--- config.mk ---
export PLATFORM = sky130hd
export DESIGN_NAME = wdt_strobed
export DESIGN_NICKNAME = d
export VERILOG_FILES = /design/src/rtl/wdt_pkg.sv /design/src/rtl/wdt_cfg_reg.sv /design/src/rtl/wdt_countdown.sv /design/src/rtl/wdt_flag.sv /design/src/rtl/wdt_strobed.sv
export SDC_FILE = /design/constraint.sdc
export NUM_CORES = 1
export LEC_CHECK = 0
export CORE_MARGIN = 4
export CORE_UTILIZATION = 44
export DETAILED_ROUTE_END_ITERATION = 10
export GPL_TIMING_DRIVEN = 0
export PLACE_DENSITY = 0.76
export SLEW_MARGIN = 20
export SYNTH_ARGS = -nofsm -noshare
export SYNTH_HDL_FRONTEND = slang
export SYNTH_SLANG_ARGS = --single-unit
--- constraint.sdc ---
create_clock -name clk -period 1.9 [get_ports clk]
set_input_delay 0.38 -clock clk [delete_from_list [all_inputs] [get_ports clk]]
set_output_delay 0.38 -clock clk [all_outputs]
set_load 0.1 [all_outputs]
--- src/rtl/wdt_pkg.sv ---
package wdt_pkg;
    parameter int MULT_W = 6;
    localparam int WORD_W = MULT_W + 2;

    typedef struct packed {
        logic              strobe;
        logic              prot;
        logic [MULT_W-1:0] mult;
    } wdt_word_t;

    function automatic wdt_word_t to_word(input logic [WORD_W-1:0] raw);
        return wdt_word_t'(raw);
    endfunction

    function automatic logic [WORD_W-1:0] read_view(input logic prot,
                                                    input logic [MULT_W-1:0] mult);
        return {1'b0, prot, mult};
    endfunction
endpackage

--- src/rtl/wdt_cfg_reg.sv ---
module wdt_cfg_reg
    import wdt_pkg::*;
(
    input  logic              clk,
    input  logic              rst,
    input  logic              wr_en,
    input  logic [WORD_W-1:0] wr_data,
    output logic              prot,
    output logic [MULT_W-1:0] mult,
    output logic              reload,
    output logic [MULT_W-1:0] load_val
);
    wdt_word_t   wr_w;
    logic        mult_open;

    assign wr_w      = to_word(wr_data);
    assign mult_open = wr_en && !prot;
    assign reload    = wr_en && (wr_w.strobe || !prot);
    assign load_val  = mult_open ? wr_w.mult : mult;

    always_ff @(posedge clk) begin
        if (rst) begin
            prot <= 1'b0;
            mult <= '0;
        end else if (wr_en) begin
            prot <= wr_w.prot;
            if (mult_open) mult <= wr_w.mult;
        end
    end


    mult_locked_chk: assert property (@(posedge clk) disable iff (rst)
        (wr_en && prot) |=> $stable(mult));
endmodule

--- src/rtl/wdt_countdown.sv ---
module wdt_countdown
    import wdt_pkg::*;
(
    input  logic              clk,
    input  logic              rst,
    input  logic              reload,
    input  logic [MULT_W-1:0] load_val,
    input  logic              tick,
    output logic              hit
);
    logic [MULT_W-1:0] cnt;
    logic              running;

    assign hit = tick && running && !reload && (cnt == MULT_W'(1));

    always_ff @(posedge clk) begin
        if (rst) begin
            cnt     <= '0;
            running <= 1'b0;
        end else if (reload) begin
            cnt     <= load_val;
            running <= (load_val != '0);
        end else if (tick && running) begin
            cnt <= cnt - MULT_W'(1);
            if (cnt == MULT_W'(1)) running <= 1'b0;
        end
    end


    stop_after_hit_chk: assert property (@(posedge clk) disable iff (rst)
        (hit && !reload) |=> !running);


    run_nonzero_chk: assert property (@(posedge clk) disable iff (rst)
        running |-> (cnt != '0));
endmodule

--- src/rtl/wdt_flag.sv ---
module wdt_flag (
    input  logic clk,
    input  logic rst,
    input  logic hit,
    input  logic clr,
    output logic flag,
    output logic irq
);
    always_ff @(posedge clk) begin
        if (rst) begin
            flag <= 1'b0;
            irq  <= 1'b0;
        end else begin
            irq  <= hit;
            flag <= hit || (flag && !clr);
        end
    end


    flag_hold_chk: assert property (@(posedge clk) disable iff (rst)
        (flag && !clr) |=> flag);


    irq_single_chk: assert property (@(posedge clk) disable iff (rst)
        irq |=> !irq);
endmodule

--- src/rtl/wdt_strobed.sv ---
module wdt_strobed
    import wdt_pkg::*;
(
    input  logic              clk,
    input  logic              rst,
    input  logic              wr_en,
    input  logic [WORD_W-1:0] wr_data,
    output logic [WORD_W-1:0] rd_data,
    input  logic              tick,
    input  logic              flag_clr,
    output logic              wdog_flag,
    output logic              wdog_irq
);
    logic              prot;
    logic [MULT_W-1:0] mult;
    logic              reload;
    logic [MULT_W-1:0] load_val;
    logic              hit;

    wdt_cfg_reg u_cfg (
        .clk(clk), .rst(rst), .wr_en(wr_en), .wr_data(wr_data),
        .prot(prot), .mult(mult), .reload(reload), .load_val(load_val)
    );

    wdt_countdown u_cnt (
        .clk(clk), .rst(rst), .reload(reload), .load_val(load_val),
        .tick(tick), .hit(hit)
    );

    wdt_flag u_flag (
        .clk(clk), .rst(rst), .hit(hit), .clr(flag_clr),
        .flag(wdog_flag), .irq(wdog_irq)
    );

    assign rd_data = read_view(prot, mult);


    strobe_reads_zero_chk: assert property (@(posedge clk) disable iff (rst)
        !rd_data[WORD_W-1]);


    irq_sets_flag_chk: assert property (@(posedge clk) disable iff (rst)
        wdog_irq |-> wdog_flag);


    irq_needs_mult_chk: assert property (@(posedge clk) disable iff (rst)
        wdog_irq |-> (rd_data[MULT_W-1:0] != '0));
endmodule

==> out/metrics.yaml <==
clock_tree:
  cts.reportedPaths.clkPinSlew_ns: 0.09
  h-tree-depth: 1
  cts_tree: "done"
  cts_buffers: 3
  clk_path_buf_depth: 2
  clock_latency_ns: 0.28
  cts-root-buf: "clkbuf_4"
  cts_sinks: 16
timing:
  period_needed_ns: 1.85
  slew_headroom_pct: 36.3
  maxClockFrequency_mhz: 541
  setup_tns_ns: 0
  period_share_pct: 97.3
  setup_violations: 0
  holdWs_ns: 0.454
  finalMaxSlewViolations: 0
  worstMarginPinSlew_ns: 0.959
  fin_skew_ns: 0.00328
  hold_viol: 0
  rsz0062_at_grt: "false"
critical_path:
  r2r_end: "u_cnt.running"
  cp-end-kind: "output port"
  worstPathRequired_ns: 1.52
  ff2ff_path_depth: 4
  r2r_setup_slack_ns: 0.14
  path_cells: "dlygate4sd2_1"
  crit_arrival_ns: 1.47
  r2r-start: "u_cnt.cnt[2]"
  crit_buf_inv: 1
  max_stage_delay_ns: 0.85
  critPathKind: "flip-flop to output port"
  crit_slowest_cell: "dlygate4sd2_1"
  crit_fanout: 2
  start_kind: "flip-flop"
  crit_family: "buffers and inverters"
route:
  drc: 0
  wirelength_um: 1620
  wire_per_inst_um: 13.0
  vias: 660
  drt-pass1-iter-count: 4
  avgViaCountPerCell: 5.32
  ant_nets: 0
  drtIter0Drc: 21
power_and_ir_drop:
  p_seq_share_pct: 46.3
  vdd_drop_max_mv: 0.556
  swShare_pct: 32.6
  combPwrFrac_pct: 26.9
  p_int_mw: 0.554
  p_leak_nw: 0.421
  switchingPower_mw: 0.268
  finalPower_mw: 0.822
  p_clk_share_pct: 26.8
  power_density_nw_per_um2: 836
final_layout:
  layout-drive-gt1-share_pct: 15.7
  postLayoutCellArea_sq_um: 983
  final_nets: 124
  antenna_cells: 0
  syn2layout_area_growth_pct: 29.1
  final_cells: 124
place:
  numPortBuffers: 20
  place_area_sq_um: 982
  place_hpwl_um: 1300
  routabilityCongestion: 0.765
  dp_cells: 120
synthesis:
  synth_seq_area_share_pct: 42.0
  synth_fa_ha_area_share_pct: 3.28
  yosysUniqueCellTypes: 31
  synth-simple-area-share_pct: 19.2
  syn_area_sq_um: 762
  synth_top_family_by_area: "simple AND/OR/NAND/NOR gates"
  yosys_warnings: 0
  synth.mux.area_fraction_pct: 9.20
  syn_nets: 99
  synthXorXnorAreaFrac_pct: 4.60
  syn_inst: 84
  synth-compound-area-share_pct: 15.1
  synth-seq-cells: 16
  syn_area_per_cell_sq_um: 9.07
flow_run:
  max_cap_viol_count: 0
global_route:
  antenna_found_initial: 0
  grt.total_usage_pct: 14.4
  grt_pass1_vias: 635
  grt_max_degree: 11
  grt_pass1_wl_um: 2760
  overflow: 0
worst_hold_path:
  min_to: "u_flag.flag"
  hold_class: "flip-flop to flip-flop"
  whs_path_depth: 1
  worstHoldStart: "u_flag.flag"
floorplanning:
  io_pins: 23
  start_util_pct: 48.3
  core_sq_um: 1580
  rows: 14
  dieArea_sq_um: 2460
  fp.dieW_um: 49.6
  die_h_um: 49.6
run_status:
  status: "complete, no violations"
-- synthesized netlist by cell type --
cell type	n	area [sq um]
xnor2_1	4	35.0
nand2b_1	1	6.26
o31ai_1	1	7.51
or3b_1	1	8.76
or2_0	1	6.26
o21a_1	1	7.51
a21oi_1	4	20.0
a221oi_1	1	8.76
nor2b_1	1	6.26
a32o_1	1	10.0
nor4_1	4	25.0
dfxtp_1	16	320
a311o_1	1	10.0
inv_2	1	3.75
conb_1	1	3.75
clkbuf_1	3	11.3
a21o_1	3	22.5
o21ai_0	1	5.00
nand2_1	2	7.51
buf_4	2	15.0
or3_4	1	11.3
nor3_1	1	5.00
ha_1	2	25.0
mux2i_1	7	70.1
inv_1	3	11.3
buf_2	1	5.00
a211oi_1	2	15.0
a311oi_1	1	8.76
nor2_1	14	52.6
nand3_1	1	5.00
nor4_2	1	12.5
-- placed cells by master (no fill, tap or decap), types with 2 or more instances in the layout --
cell type / synthesis / layout
clkbuf_4: 0 / 3
nand2_1: 2 / 2
clkbuf_1: 3 / 3
mux2i_1: 7 / 7
a21o_1: 3 / 3
a211oi_1: 2 / 2
dfxtp_1: 16 / 16
nor2_1: 14 / 14
nor4_1: 4 / 4
clkbuf_2: 0 / 6
dlygate4sd2_1: 0 / 2
inv_1: 3 / 3
ha_1: 2 / 2
buf_4: 2 / 3
xnor2_1: 4 / 4
clkdlybuf4s50_1: 0 / 11
a21oi_1: 4 / 4
-- routing by layer --
layer  track usage (%)  routed length [um]
met1              18.7                 778
met3              3.61                  88
met4              6.91                  16
met5                 0                   0
met2              22.0                 732
-- worst reg2reg max path, cell delays in order (launching register included) --
cell     delay [ns]
dfxtp_1        0.35
or3_4          0.40
or3b_1         0.42
or2_0          0.23
a32o_1         0.26
-- area by class of cell --
cell class                      count  area, sq um
Clock buffer                        4         36.3
Fill cell                         153          593
Timing Repair Buffer               20          165
Tap cell                           16         20.0
Inverter                            4         15.0
Sequential cell                    16          320
Buffer                              6         31.3
Multi-Input combinational cell     58          395
-- state kept, by name, indices dropped and copies added, names as in the netlist --
| register | count |
|---|---|
| u_cnt.cnt | 6 |
| u_cnt.running | 1 |
| u_cfg.mult | 6 |
| u_flag.flag | 1 |
| u_cfg.prot | 1 |
| u_flag.irq | 1 |
-- power by group through the flow --
stage	logic (mW)	clock network, mW	registers, mW
after CTS	0.226	0.225	0.381
after floorplan	0.108	0	0.443
final	0.221	0.220	0.380
after detailed placement	0.230	0	0.388
after global routing	0.238	0.242	0.383
after global placement	0.227	0	0.387
-- logic make-up (layout without fill, tap and decap cells) --
logic type | after synthesis | after routing
buf+inv | 10 | 34
mux | 7 | 7
other cells | 1 | 1
compound gates | 16 | 16
fa+ha+maj | 2 | 2
simple gates | 28 | 28
flops | 16 | 16
xor+xnor | 4 | 4
-- worst max-delay path by stage --
| stage | from | end | depth (start not counted) |
|---|---|---|---|
| 2_1_floorplan | u_cnt.cnt[2] | u_cnt.running | 4 |
| 3_3_place_gp | u_cfg.prot | rd_data[6] | 2 |
| 3_5_place_dp | u_cfg.prot | rd_data[6] | 2 |
| 4_1_cts | u_cfg.mult[3] | rd_data[3] | 1 |
| 5_1_grt | u_flag.flag | wdog_flag | 1 |
| 6_report | u_flag.flag | wdog_flag | 1 |
-- repair_timing --
action / 4_1_cts / 5_1_grt
hold buffers: 0 / 0
setup endpoints to repair: 9 / 6
gates cloned: 0 / 0
buffers inserted: 0 / 0
gates resized for setup: 14 / 8
-- through the flow --
stage / utilization (%) / setup WS [ns]
CTS: 64.1 / 0.000984
floorplan: - / 0.247
detailed placement: 62.3 / -0.0789
global route: 62.4 / 0.00887
finish: 62.4 / 0.0515
global placement: 62.3 / -0.0743
No activity file was read; power rests on OpenSTA's default activity.
